**config.mk**
```make
export PLATFORM = sky130hd
export DESIGN_NAME = wp_unlock_seq_detector
export DESIGN_NICKNAME = d
export VERILOG_FILES = /design/src/rtl/wpseq_pkg.sv /design/src/rtl/wpseq_rst_sync.sv /design/src/rtl/wpseq_step_tracker.sv /design/src/rtl/wpseq_flag.sv /design/src/rtl/wp_unlock_seq_detector.sv
export SDC_FILE = /design/constraint.sdc
export NUM_CORES = 1
export LEC_CHECK = 0
export BUFFER_PORTS_ARGS = -buffer_cell sky130_fd_sc_hd__clkbuf_2
export CAP_MARGIN = 20
export CORE_AREA = 3 3 40 42
export CTS_CLUSTER_SIZE = 30
export DETAILED_ROUTE_END_ITERATION = 7
export DIE_AREA = 0 0 43 45
export PLACE_DENSITY = 0.65
export SLEW_MARGIN = 20
export SYNTH_ARGS = -nofsm -noshare
export SYNTH_HDL_FRONTEND = slang
export SYNTH_SLANG_ARGS = --single-unit
```
**constraint.sdc**
```tcl
create_clock -name clk -period 0.8 [get_ports clk]
set_input_delay 0.16 -clock clk [delete_from_list [all_inputs] [get_ports clk]]
set_output_delay 0.16 -clock clk [all_outputs]
set_load 0.03 [all_outputs]
```
**src/rtl/wpseq_pkg.sv**
```systemverilog
package wpseq_pkg;
  localparam int unsigned ADDR_W     = 16;
  localparam int unsigned PREFIX_LEN = 6;
  localparam int unsigned STEP_W     = $clog2(PREFIX_LEN + 1);

  localparam logic [ADDR_W-1:0] TERM_UNLOCK = 16'h041A;
  localparam logic [ADDR_W-1:0] TERM_LOCK   = 16'h040A;

  // Shared leading addresses of both patterns, in required order.
  function automatic logic [ADDR_W-1:0] prefix_addr(input int unsigned idx);
    case (idx)
      0:       prefix_addr = 16'h1823;
      1:       prefix_addr = 16'h1820;
      2:       prefix_addr = 16'h1822;
      3:       prefix_addr = 16'h0418;
      4:       prefix_addr = 16'h041B;
      default: prefix_addr = 16'h0419;
    endcase
  endfunction
endpackage

```
**src/rtl/wpseq_rst_sync.sv**
```systemverilog
module wpseq_rst_sync #(
  parameter int unsigned STAGES = 2
) (
  input  logic clk,
  input  logic rst_n,
  output logic rst_sync_n
);
  logic [STAGES-1:0] chain_q;

  always_ff @(posedge clk or negedge rst_n) begin
    if (!rst_n) chain_q <= '0;
    else        chain_q <= {chain_q[STAGES-2:0], 1'b1};
  end

  assign rst_sync_n = chain_q[STAGES-1];
endmodule

```
**src/rtl/wpseq_step_tracker.sv**
```systemverilog
module wpseq_step_tracker
  import wpseq_pkg::*;
(
  input  logic              clk,
  input  logic              rst_n,
  input  logic              rd_evt,
  input  logic              wr_evt,
  input  logic [ADDR_W-1:0] rd_addr,
  output logic [STEP_W-1:0] step,
  output logic              hit_unlock,
  output logic              hit_lock
);
  logic [PREFIX_LEN-1:0] pre_hit;
  logic                  exp_hit;
  logic                  rd_ok;
  logic                  at_last;
  logic [STEP_W-1:0]     step_d, step_q;

  for (genvar i = 0; i < PREFIX_LEN; i++) begin : g_cmp
    assign pre_hit[i] = (rd_addr == prefix_addr(i));
  end

  assign rd_ok   = rd_evt && !wr_evt;
  assign at_last = (step_q == STEP_W'(PREFIX_LEN));

  always_comb begin
    exp_hit = 1'b0;
    for (int i = 0; i < PREFIX_LEN; i++) begin
      if (step_q == STEP_W'(i)) exp_hit = pre_hit[i];
    end
  end

  always_comb begin
    step_d = step_q;
    if (wr_evt) begin
      step_d = '0;
    end else if (rd_evt) begin
      if (!at_last && exp_hit) step_d = step_q + STEP_W'(1);
      else if (pre_hit[0])     step_d = STEP_W'(1);
      else                     step_d = '0;
    end
  end

  always_ff @(posedge clk or negedge rst_n) begin
    if (!rst_n) step_q <= '0;
    else        step_q <= step_d;
  end

  assign step       = step_q;
  assign hit_unlock = rd_ok && at_last && (rd_addr == TERM_UNLOCK);
  assign hit_lock   = rd_ok && at_last && (rd_addr == TERM_LOCK);
endmodule

```
**src/rtl/wpseq_flag.sv**
```systemverilog
module wpseq_flag (
  input  logic clk,
  input  logic rst_n,
  input  logic set_evt,
  input  logic clr_evt,
  output logic flag
);
  logic flag_d, flag_q, flag_en;

  assign flag_en = set_evt || clr_evt;

  always_comb begin
    flag_d = flag_q;
    if (set_evt)      flag_d = 1'b1;
    else if (clr_evt) flag_d = 1'b0;
  end

  always_ff @(posedge clk or negedge rst_n) begin
    if (!rst_n)       flag_q <= 1'b1;
    else if (flag_en) flag_q <= flag_d;
  end

  assign flag = flag_q;
endmodule

```
**src/rtl/wp_unlock_seq_detector.sv**
```systemverilog
module wp_unlock_seq_detector
  import wpseq_pkg::*;
#(
  parameter int unsigned SYNC_STAGES = 2
) (
  input  logic              clk,
  input  logic              rst_n,
  input  logic              rd_evt,
  input  logic [ADDR_W-1:0] rd_addr,
  input  logic              wr_evt,
  output logic              wp_flag
);
  logic              rst_sync_n;
  logic [STEP_W-1:0] step;
  logic              hit_unlock, hit_lock;

  wpseq_rst_sync #(.STAGES(SYNC_STAGES)) u_rst (
    .clk        (clk),
    .rst_n      (rst_n),
    .rst_sync_n (rst_sync_n)
  );

  wpseq_step_tracker u_track (
    .clk        (clk),
    .rst_n      (rst_sync_n),
    .rd_evt     (rd_evt),
    .wr_evt     (wr_evt),
    .rd_addr    (rd_addr),
    .step       (step),
    .hit_unlock (hit_unlock),
    .hit_lock   (hit_lock)
  );

  wpseq_flag u_flag (
    .clk     (clk),
    .rst_n   (rst_sync_n),
    .set_evt (hit_lock),
    .clr_evt (hit_unlock),
    .flag    (wp_flag)
  );
endmodule

```
* After elaboration in Yosys (flattened, before gate mapping)
Index checks and enable logic that the tools add are counted.
Storage, ports and cells: register bits after elaboration 6, input bits 20, output and inout port bits 1
Operators by class: add/sub/neg operators 1, equal/unequal tests 14, mux-type cells 12, reductions and logical operators 12
Operators with widths (count):
- $eq 16x11->1 const B | 5
- $eq 16x13->1 const B | 3
- $eq 3x3->1 const B | 3
- $mux 1 | 9
- $mux 3 | 3
- $eq 3x2->1 const B | 2
- $logic_and 1x1->1 | 5
- $reduce_bool 2->1 | 2
- $add 3x1->3 const B | 1
- $eq 3x1->1 const B | 1
- $logic_not 3->1 | 1
- $logic_not 1->1 | 2
- $reduce_and 2->1 | 1
- $logic_or 1x1->1 | 1

* Depth between registers and ports, before layout
Gate-level depths: netlist (run 1).
word-level depth 11, depth in mapped cells 7, mapped depth without buffers 7

* Cells and area by module
A second synthesis (run 1) with hierarchy kept.
Unflattened totals: cell total of the unflattened synthesis 67, area total of the unflattened synthesis 639.4 µm²
Modules (own cells, without submodules):
- wpseq_step_tracker | times used 1, cells an instance 61, area each 548.0 µm², sequential area each 75.1 µm²
- wpseq_rst_sync | times used 1, cells an instance 3, area each 53.8 µm², sequential area each 50.0 µm²
- wpseq_flag | times used 1, cells an instance 3, area each 37.5 µm², sequential area each 26.3 µm²

* Worst setup path before layout (run 1)
OpenSTA, ideal clock, no wires.
kind register to register, start register u_track.step_q[0], in the netlist u_track.step[0], end register u_track.step_q[1], in the netlist u_track.step[1], arrival 1.733 ns, required time 0.705 ns, slack -1.029 ns, cell stages (with the launch flop) 7, buffers on the path 0, clock period less this slack 1.829 ns, path through dfrtp_1 -> ha_1 -> ha_1 -> or2_2 -> a2111oi_2 -> nor2_1 -> o31ai_1
On the way: cells in the longest elaborated chain, start to end 11, elaborated cells between the ends (all ways) 19
RTL lines:
- start, declared | line wpseq_step_tracker.sv:17 | logic [STEP_W-1:0] step_d, step_q;
- start signal, assigned | line wpseq_step_tracker.sv:46 | else step_q <= step_d;
- $logic_not 3->1 | line wpseq_step_tracker.sv:29 | if (step_q == STEP_W'(i)) exp_hit = pre_hit[i];
- $mux 1 (6 in series) | line wpseq_step_tracker.sv:29
- $logic_and 1x1->1 | line wpseq_step_tracker.sv:38 | if (!at_last && exp_hit) step_d = step_q + STEP_W'(1);
- $mux 3 (*) | line wpseq_step_tracker.sv:38
- $mux 3 (*) | line wpseq_step_tracker.sv:37 | end else if (rd_evt) begin
- $mux 3 (*) | line wpseq_step_tracker.sv:35 | if (wr_evt) begin
Every way passes the cells marked *; elsewhere a longest branch is shown, timed or not. The select of a mux whose other input is x is not followed. A chain may end at the register's enable or synchronous reset.

* Final worst setup path (run 1)
start register u_track.step_q[0], in the netlist u_track.step[0], end register u_track.step_q[0], in the netlist u_track.step[0]
The elaborated chain is that of the path after synthesis.

==> Implementation_results.wiki, run 1 <==
{| class="wikitable"
! Metric !! Value
|-
| Achievable Freq || 0.5728 GHz
|-
| Share of synthesized flip-flops with an asynchronous set or reset || 100.0%
|-
| Die area || 1935 um2
|-
| Largest fanout of any net on the critical path || 4
|-
| RSZ-0062 raised after global routing || true
|-
| Setup TNS Final || -3.806 ns
|-
| Shortest period the worst path allows || 1.746 ns
|-
| Combinational fraction of design power || 17.5%
|-
| Hold Crit Class || reg2async
|-
| Post-route clock skew || 0.007983 ns
|-
| Synthesized area || 495.5 um2
|-
| Worst Setup Start Kind || flip-flop
|-
| Max IR drop VDD || 0.8014 mV
|-
| Final GP Congestion || 0.7646
|-
| Maximum number of pins on one net before global-route repair || 8
|-
| Clock tree sinks || 6
|-
| Number of port buffers || 20
|-
| Post-synth EDFFs || 0
|-
| Most used routing layer || met2
|-
| Pins over their slew limit || 0
|-
| Kind of end point of the critical path || flip-flop
|-
| Via/cell ratio || 5.094
|-
| Internal power || 0.5708 mW
|-
| Wire length per cell || 12.31 um
|-
| Clock latency of the later-clocked register in the worst-skew pair || 0.24 ns
|-
| Reg-to-reg setup timing slack || -0.95 ns
|-
| GR Layer Usage met3 || 2.789%
|-
| Count of nets after finishing || 117
|-
| Register bit count reported by yosys || 6
|-
| Avg Cell Area, Syn || 9.349 um2
|-
| Rows || 13
|-
| Met1 global-route usage || 18.23%
|-
| Number of levels the H-tree was split into || 1
|-
| Number of antenna repair diodes || 0
|-
| Static power due to leakage || 0.3559 nW
|-
| Proportion of layout cells with a drive suffix above 1 || 64.84%
|-
| Proportion of power drawn by flip-flops and latches || 43.0%
|-
| Arrival time at the worst endpoint || 1.87 ns
|-
| Wire length reported by the detailed router || 1305 um
|-
| Count of max-cap constraint violations || 0
|-
| Clock slew seen by the registers of the worst setup and hold paths || 0.05 ns
|-
| Max Root-Sink Buffers || 2
|-
| Run status || finished, violations left
|-
| Count of nets left with antenna violations after detail routing || 0
|-
| Final hold slack || 0.04845 ns
|-
| DRT iter0 DRCs || 6
|-
| Setup violators final || 5
|-
| Growth of design area from synthesis to finish || 69.95%
|-
| Pwr/cell area || 868.4 nW/um2
|-
| Clock root buffer || sky130_fd_sc_hd__clkbuf_4
|-
| Data required time of the worst path || 0.92 ns
|-
| Switch Pwr || 0.1604 mW
|-
| GRT Overall Usage || 15.77%
|-
| Sequential fraction of the synthesis area || 30.56%
|-
| Number of nets produced by synthesis || 78
|-
| Met2 track utilization from global routing || 28.44%
|-
| Final worst setup slack || -0.9458 ns
|-
| Initial cell density of the core || 38.56%
|-
| Via count of the first global-routing pass || 555
|-
| Post-DP HPWL || 1002 um
|-
| Number of hold-slack violations in the final timing report || 0
|-
| Most used cells in the layout excluding fill and tap cells || 19 x sky130_fd_sc_hd__clkbuf_2, 13 x sky130_fd_sc_hd__buf_4, 4 x sky130_fd_sc_hd__nand2_1, 4 x sky130_fd_sc_hd__ha_2, 4 x sky130_fd_sc_hd__dfrtp_1
|-
| Clock tree from TritonCTS || done
|-
| First-pass GRT wire length || 2290 um
|-
| Part of the total power dissipated in the clock network || 39.6%
|-
| Post-Synthesis Cells || 53
|-
| Count of yosys warnings during synthesis || 0
|-
| Finished Core Util || 65.53%
|-
| Leading cell type in the layout, fill and taps excluded || sky130_fd_sc_hd__clkbuf_2
|-
| Overflow left after global routing || 0
|-
| Num ports || 21
|-
| Distinct cell type count after synthesis || 30
|-
| Part of the cycle the worst path needs || 218.2%
|-
| Routed vias || 540
|-
| First-pass iteration count of the detailed router || 4
|-
| Die Height || 45 um
|-
| Overall die width || 43 um
|-
| Violations in the final reports || negative setup slack
|-
| Top flip-flop cell by instance count after synthesis || sky130_fd_sc_hd__dfrtp_1
|-
| Remaining routing DRC violations || 0
|-
| Number of antenna violations at the first check in global routing || 0
|-
| Core region area || 1285 um2
|-
| Number of buffers created by CTS || 3
|-
| Path type of the worst setup path || reg2reg
|-
| Register-to-Register Path Depth || 7
|-
| Switch share || 21.93%
|}
==> registers in the layout, indices dropped and copies added (netlist names) <==
name           flops
u_flag.flag        1
u_track.step       3
u_rst.chain_q      2
==> Yosys cell counts (2+ instances only) <==
library cell | n | area share (%)
sky130_fd_sc_hd__o31ai_1 | 4 | 6.1
sky130_fd_sc_hd__inv_1 | 4 | 3.0
sky130_fd_sc_hd__nand3b_1 | 2 | 3.0
sky130_fd_sc_hd__nor2_1 | 4 | 3.0
sky130_fd_sc_hd__dfrtp_1 | 5 | 25
sky130_fd_sc_hd__and2_1 | 2 | 2.5
sky130_fd_sc_hd__nor4_2 | 2 | 5.0
sky130_fd_sc_hd__ha_1 | 5 | 13
sky130_fd_sc_hd__nand2_1 | 4 | 3.0
==> timing repair <==
item	in CTS	in global routing
cloned	0	0
buffers inserted	1	0
endpoints found under the hold margin	2	0
setup endpoints to repair	5	5
hold buffers	1	0
gates resized for setup	18	2
pin swaps	5	2
==> power by group through the flow <==
stage | Combinational [mW] | Sequential (mW) | Clock [mW]
floorplan | 0.0279 | 0.318 | 0
global placement | 0.116 | 0.319 | 0
detailed placement | 0.117 | 0.319 | 0
CTS | 0.126 | 0.314 | 0.308
global route | 0.141 | 0.314 | 0.324
finish | 0.128 | 0.314 | 0.289
==> layer usage <==
layer	part of all wire [%]	up-vias
li1	-	279
met2	57	12
met1	39	249
met4	0	0
met5	0	-
met3	4.1	0
==> path summary, 6_finish.rpt <==
| path | start | to |
|---|---|---|
| worst max-delay path | u_track.step[0] | u_track.step[0] |
| worst max register to register | u_track.step[0] | u_track.step[0] |
| min in group clk | rd_addr[4] | u_flag.flag |
| worst min-delay path | u_rst.chain_q[1] | u_track.step[2] |
| max in group asynchronous | rst_n | u_rst.chain_q[1] |
| worst min register to register | u_rst.chain_q[1] | u_track.step[2] |
==> layout make-up <==
type | count | area (um2)
well taps | 15 | 18.77
clock buffers | 4 | 26.28
inverters | 4 | 15.01
multi-input cells | 43 | 411.6
repair buffers | 34 | 217.7
fillers | 110 | 442.9
flip-flops and latches | 6 | 152.6
==> logic make-up after synthesis <==
| group | Yosys count | synth area share (%) |
|---|---|---|
| other cells | 1 | 0.7568 |
| buf+inv | 4 | 3.029 |
| fa+ha+maj | 5 | 12.63 |
| flops | 6 | 30.56 |
| compound gates | 11 | 17.93 |
| simple gates | 26 | 35.10 |
==> worst max-delay path, stage by stage, from the launching register on <==
cell	delay [ns]
sky130_fd_sc_hd__dfrtp_1	0.41
sky130_fd_sc_hd__inv_2	0.10
sky130_fd_sc_hd__ha_2	0.20
sky130_fd_sc_hd__and4bb_2	0.24
sky130_fd_sc_hd__o21ai_2	0.07
sky130_fd_sc_hd__a2111oi_4	0.32
sky130_fd_sc_hd__a2bb2oi_1	0.20
sky130_fd_sc_hd__o31ai_1	0.09
==> metrics by stage <==
step                cell area, um2  power, mW  instances  setup slack, ns
detailed placement           725.7     0.4364        100           -1.005
global placement             725.7     0.4345        100           -1.012
floorplan                    516.7     0.3455         53          -0.8896
CTS                          835.8     0.7485        106          -0.9691
finish                       842.1     0.7312        106          -0.9458
global route                 842.1     0.7791        106           -1.050
No activity file was read; power rests on OpenSTA's default activity.
==> run 2, diff against run 1 <==
--- a/config.mk
+++ b/config.mk
@@ -5,13 +5,14 @@
 export SDC_FILE = /design/constraint.sdc
 export NUM_CORES = 1
 export LEC_CHECK = 0
+export ABC_AREA = 1
 export BUFFER_PORTS_ARGS = -buffer_cell sky130_fd_sc_hd__clkbuf_2
 export CAP_MARGIN = 20
-export CORE_AREA = 3 3 40 42
+export CORE_MARGIN = 3
+export CORE_UTILIZATION = 42
 export CTS_CLUSTER_SIZE = 30
 export DETAILED_ROUTE_END_ITERATION = 7
-export DIE_AREA = 0 0 43 45
-export PLACE_DENSITY = 0.65
+export PLACE_DENSITY = 0.7
 export SLEW_MARGIN = 20
 export SYNTH_ARGS = -nofsm -noshare
 export SYNTH_HDL_FRONTEND = slang
==> Implementation_results.wiki, run 2 <==
{| class="wikitable"
! Metric !! Value
|-
| Clock latency of the later-clocked register in the worst-skew pair || 0.25 ns (was 0.24 ns)
|-
| Number of nets produced by synthesis || 122 (was 78)
|-
| Internal power || 0.5674 mW (was 0.5708 mW)
|-
| Count of max-cap constraint violations || 0 (unchanged)
|-
| Final GP Congestion || 0.7675 (was 0.7646)
|-
| Total of fill cells in the finished design || 96 (was 110)
|-
| Worst Setup Start Kind || flip-flop (unchanged)
|-
| Largest fanout of any net on the critical path || 4 (unchanged)
|-
| Achievable Freq || 0.6449 GHz (was 0.5728 GHz)
|-
| Distinct cell type count after synthesis || 19 (was 30)
|-
| Rows || 12 (was 13)
|-
| Post-DP HPWL || 1124 um (was 1002 um)
|-
| Top cell type by total area after synthesis || sky130_fd_sc_hd__dfrtp_1 (unchanged)
|-
| Clock slew seen by the registers of the worst setup and hold paths || 0.05 ns (about the same)
|-
| Top flip-flop cell by instance count after synthesis || sky130_fd_sc_hd__dfrtp_1 (unchanged)
|-
| Die Height || 43.50 um (was 45 um)
|-
| Growth of design area from synthesis to finish || 52.75% (was 69.95%)
|-
| Count of yosys warnings during synthesis || 0 (unchanged)
|-
| Setup violators final || 5 (unchanged)
|-
| Count of nets left with antenna violations after detail routing || 0 (unchanged)
|-
| Sequential fraction of the synthesis area || 25.64% (was 30.56%)
|-
| Number of levels the H-tree was split into || 1 (unchanged)
|-
| Placed cell areas || 798.3 um2 (was 725.7 um2)
|-
| Clock tree from TritonCTS || done (unchanged)
|-
| Post-synth EDFFs || 0 (unchanged)
|-
| RSZ-0062 raised after global routing || true (unchanged)
|-
| Number of buffers created by CTS || 3 (unchanged)
|-
| Max IR drop VDD || 1.298 mV (was 0.8014 mV)
|-
| Num ports || 21 (unchanged)
|-
| Routed vias || 680 (was 540)
|-
| Kind of end point of the critical path || flip-flop (unchanged)
|-
| Area of the multi-input gates || 446.7 um2 (was 411.6 um2)
|-
| Die area || 1892 um2 (was 1935 um2)
|-
| Number of port buffers || 20 (unchanged)
|-
| Register bit count reported by yosys || 6 (unchanged)
|-
| Number of antenna violations at the first check in global routing || 0 (unchanged)
|-
| Pins over their slew limit || 0 (unchanged)
|-
| Number of antenna repair diodes || 0 (unchanged)
|-
| Switch share || 24.83% (was 21.93%)
|-
| Initial cell density of the core || 48.56% (was 38.56%)
|-
| Switch Pwr || 0.1874 mW (was 0.1604 mW)
|-
| Final std cell area, no fill || 902.1 um2 (was 842.1 um2)
|-
| Synthesized area || 590.6 um2 (was 495.5 um2)
|-
| Path type of the worst setup path || reg2reg (unchanged)
|-
| Overflow left after global routing || 0 (unchanged)
|-
| Cell types with the largest area share after synthesis || sky130_fd_sc_hd__dfrtp_1 21%, sky130_fd_sc_hd__nand2_1 19%, sky130_fd_sc_hd__nor2_1 11% (was sky130_fd_sc_hd__dfrtp_1 25%, sky130_fd_sc_hd__ha_1 13%, sky130_fd_sc_hd__o31ai_1 6.1%)
|-
| Via/cell ratio || 4.658 (was 5.094)
|-
| Most used cells in the layout excluding fill and tap cells || 28 x sky130_fd_sc_hd__nand2_1, 19 x sky130_fd_sc_hd__clkbuf_2, 15 x sky130_fd_sc_hd__nor2_1, 10 x sky130_fd_sc_hd__inv_1, 10 x sky130_fd_sc_hd__buf_4 (was 19 x sky130_fd_sc_hd__clkbuf_2, 13 x sky130_fd_sc_hd__buf_4, 4 x sky130_fd_sc_hd__nand2_1, 4 x sky130_fd_sc_hd__ha_2, 4 x sky130_fd_sc_hd__dfrtp_1)
|-
| Combinational fraction of design power || 17.9% (was 17.5%)
|-
| Wire length per cell || 9.212 um (was 12.31 um)
|-
| Final worst setup slack || -0.7507 ns (was -0.9458 ns)
|-
| Proportion of power drawn by flip-flops and latches || 41.6% (was 43.0%)
|-
| First-pass iteration count of the detailed router || 5 (was 4)
|-
| Core region area || 1216 um2 (was 1285 um2)
|-
| Post-route clock skew || 0.003647 ns (was 0.007983 ns)
|-
| Setup TNS Final || -2.911 ns (was -3.806 ns)
|-
| Leading cell type in the layout, fill and taps excluded || sky130_fd_sc_hd__nand2_1 (was sky130_fd_sc_hd__clkbuf_2)
|-
| Share of synthesized flip-flops with an asynchronous set or reset || 100.0% (unchanged)
|-
| Data required time of the worst path || 0.94 ns (was 0.92 ns)
|-
| Wire length reported by the detailed router || 1345 um (was 1305 um)
|-
| Maximum number of pins on one net before global-route repair || 5 (was 8)
|-
| Run status || finished, violations left (unchanged)
|-
| Top cells by instance count after synthesis || 30 x sky130_fd_sc_hd__nand2_1, 17 x sky130_fd_sc_hd__nor2_1, 14 x sky130_fd_sc_hd__inv_1 (was 5 x sky130_fd_sc_hd__dfrtp_1, 5 x sky130_fd_sc_hd__ha_1)
|-
| First-pass GRT wire length || 2228 um (was 2290 um)
|-
| Violations in the final reports || negative setup slack (unchanged)
|-
| Pwr/cell area || 836.7 nW/um2 (was 868.4 nW/um2)
|-
| Remaining routing DRC violations || 0 (unchanged)
|-
| GRT Overall Usage || 16.12% (was 15.77%)
|-
| Cell with the most instances after synthesis || sky130_fd_sc_hd__nand2_1
|-
| Count of nets after finishing || 158 (was 117)
|-
| Arrival time at the worst endpoint || 1.69 ns (was 1.87 ns)
|-
| DRT iter0 DRCs || 8 (was 6)
|-
| Hold Crit Class || reg2async (unchanged)
|-
| Max FFs per register || 3 (unchanged)
|-
| Avg Cell Area, Syn || 6.088 um2 (was 9.349 um2)
|-
| Finished Core Util || 74.18% (was 65.53%)
|-
| Overall die width || 43.50 um (was 43 um)
|-
| Clock tree sinks || 6 (unchanged)
|-
| Area fraction of the dominant cell type after synthesis || 21.19% (was 25.25%)
|-
| Part of the total power dissipated in the clock network || 40.5% (was 39.6%)
|-
| Area of all sequential standard cells || 153.9 um2 (was 152.6 um2)
|-
| Via count of the first global-routing pass || 574 (was 555)
|-
| Static power due to leakage || 0.4669 nW (was 0.3559 nW)
|-
| Clock root buffer || sky130_fd_sc_hd__clkbuf_4 (unchanged)
|-
| Max Root-Sink Buffers || 2 (unchanged)
|-
| Proportion of layout cells with a drive suffix above 1 || 43.18% (was 64.84%)
|-
| Number of hold-slack violations in the final timing report || 0 (unchanged)
|-
| Shortest period the worst path allows || 1.551 ns (was 1.746 ns)
|-
| Post-Synthesis Cells || 97 (was 53)
|-
| Part of the cycle the worst path needs || 193.8% (was 218.2%)
|}
==> run 2: area by class of cell <==
cell class,instances,share of cell area (%)
clock buffer,4,2.913
inverter,16,6.935
multi-input combinational,75,49.51
sequential,6,17.06
tap,14,1.942
timing repair buffer,31,21.64
==> run 2: path summary, 6_finish.rpt <==
check	from	to	slack, ns	cells past startpoint
worst min-delay path	u_rst.chain_q[1]	u_track.step[1]	0.05	0
worst max register to register	u_track.step[1]	u_track.step[0]	-0.75	12
worst min register to register	u_rst.chain_q[1]	u_track.step[1]	0.05	0
max in group asynchronous	rst_n	u_rst.chain_q[1]	0.46	2
min in group clk	rd_addr[4]	u_flag.flag	0.18	4
worst max-delay path	u_track.step[1]	u_track.step[0]	-0.75	12
==> run 2: power groups by stage <==
stage | clock network, mW | logic, mW | registers, mW
3_5_place_dp | 0 | 0.130 | 0.319
2_1_floorplan | 0 | 0.0482 | 0.318
4_1_cts | 0.323 | 0.135 | 0.314
6_report | 0.306 | 0.135 | 0.314
5_1_grt | 0.341 | 0.152 | 0.314
3_3_place_gp | 0 | 0.127 | 0.318
==> run 2: worst max-delay path, cell delays in order, from the launching register on <==
cell and delay (ns):
sky130_fd_sc_hd__dfrtp_2 0.45, sky130_fd_sc_hd__ha_2 0.22, sky130_fd_sc_hd__ha_4 0.15, sky130_fd_sc_hd__inv_2 0.05, sky130_fd_sc_hd__nand2_1 0.05, sky130_fd_sc_hd__nor2_1 0.08
sky130_fd_sc_hd__nand2_1 0.06, sky130_fd_sc_hd__nand2_1 0.05, sky130_fd_sc_hd__nand2_1 0.06, sky130_fd_sc_hd__nand2_2 0.07, sky130_fd_sc_hd__nand3_1 0.08, sky130_fd_sc_hd__nand3_1 0.08
sky130_fd_sc_hd__nand2_1 0.05
==> run 2: layer usage <==
| layer | track usage, % | vias up | wire (um) |
|---|---|---|---|
| met5 | 0 | - | 0 |
| met4 | 10.84 | 0 | 38 |
| met3 | 4.979 | 4 | 79 |
| met2 | 25.07 | 17 | 609 |
| met1 | 18.84 | 289 | 617 |
| li1 | - | 370 | - |
==> run 2: what timing repair did <==
item                                   in CTS  in global routing
pin swaps                                   3                  1
endpoints found under the hold margin       2                  0
setup buffers                               1                  0
setup endpoints to repair                   5                  5
hold buffers                                1                  0
resized for setup                          11                  7
==> run 2: cells by family (layout without fill, tap and decap cells) <==
logic type	count (synthesis)	in the layout	share of synthesized area [%]
and+or+nand+nor	65	65	48.30
other	1	1	0.6350
AOI/OAI and AO/OA	4	4	4.662
buffers and inverters	16	51	10.17
DFF	6	6	25.64
adders and majority gates	5	5	10.59
==> run 2: metrics by stage <==
stage | cells | power [mW] | hold WS [ns] | setup WS (ns)
final | 146 | 0.7548 | 0.05025 | -0.7507
after detailed placement | 140 | 0.4488 | -0.05199 | -0.7806
after global routing | 146 | 0.8072 | 0.06200 | -0.8831
after floorplan | 97 | 0.3658 | -0.1356 | -0.6204
after CTS | 146 | 0.7718 | 0.05706 | -0.7565
after global placement | 140 | 0.4453 | -0.05343 | -0.7518
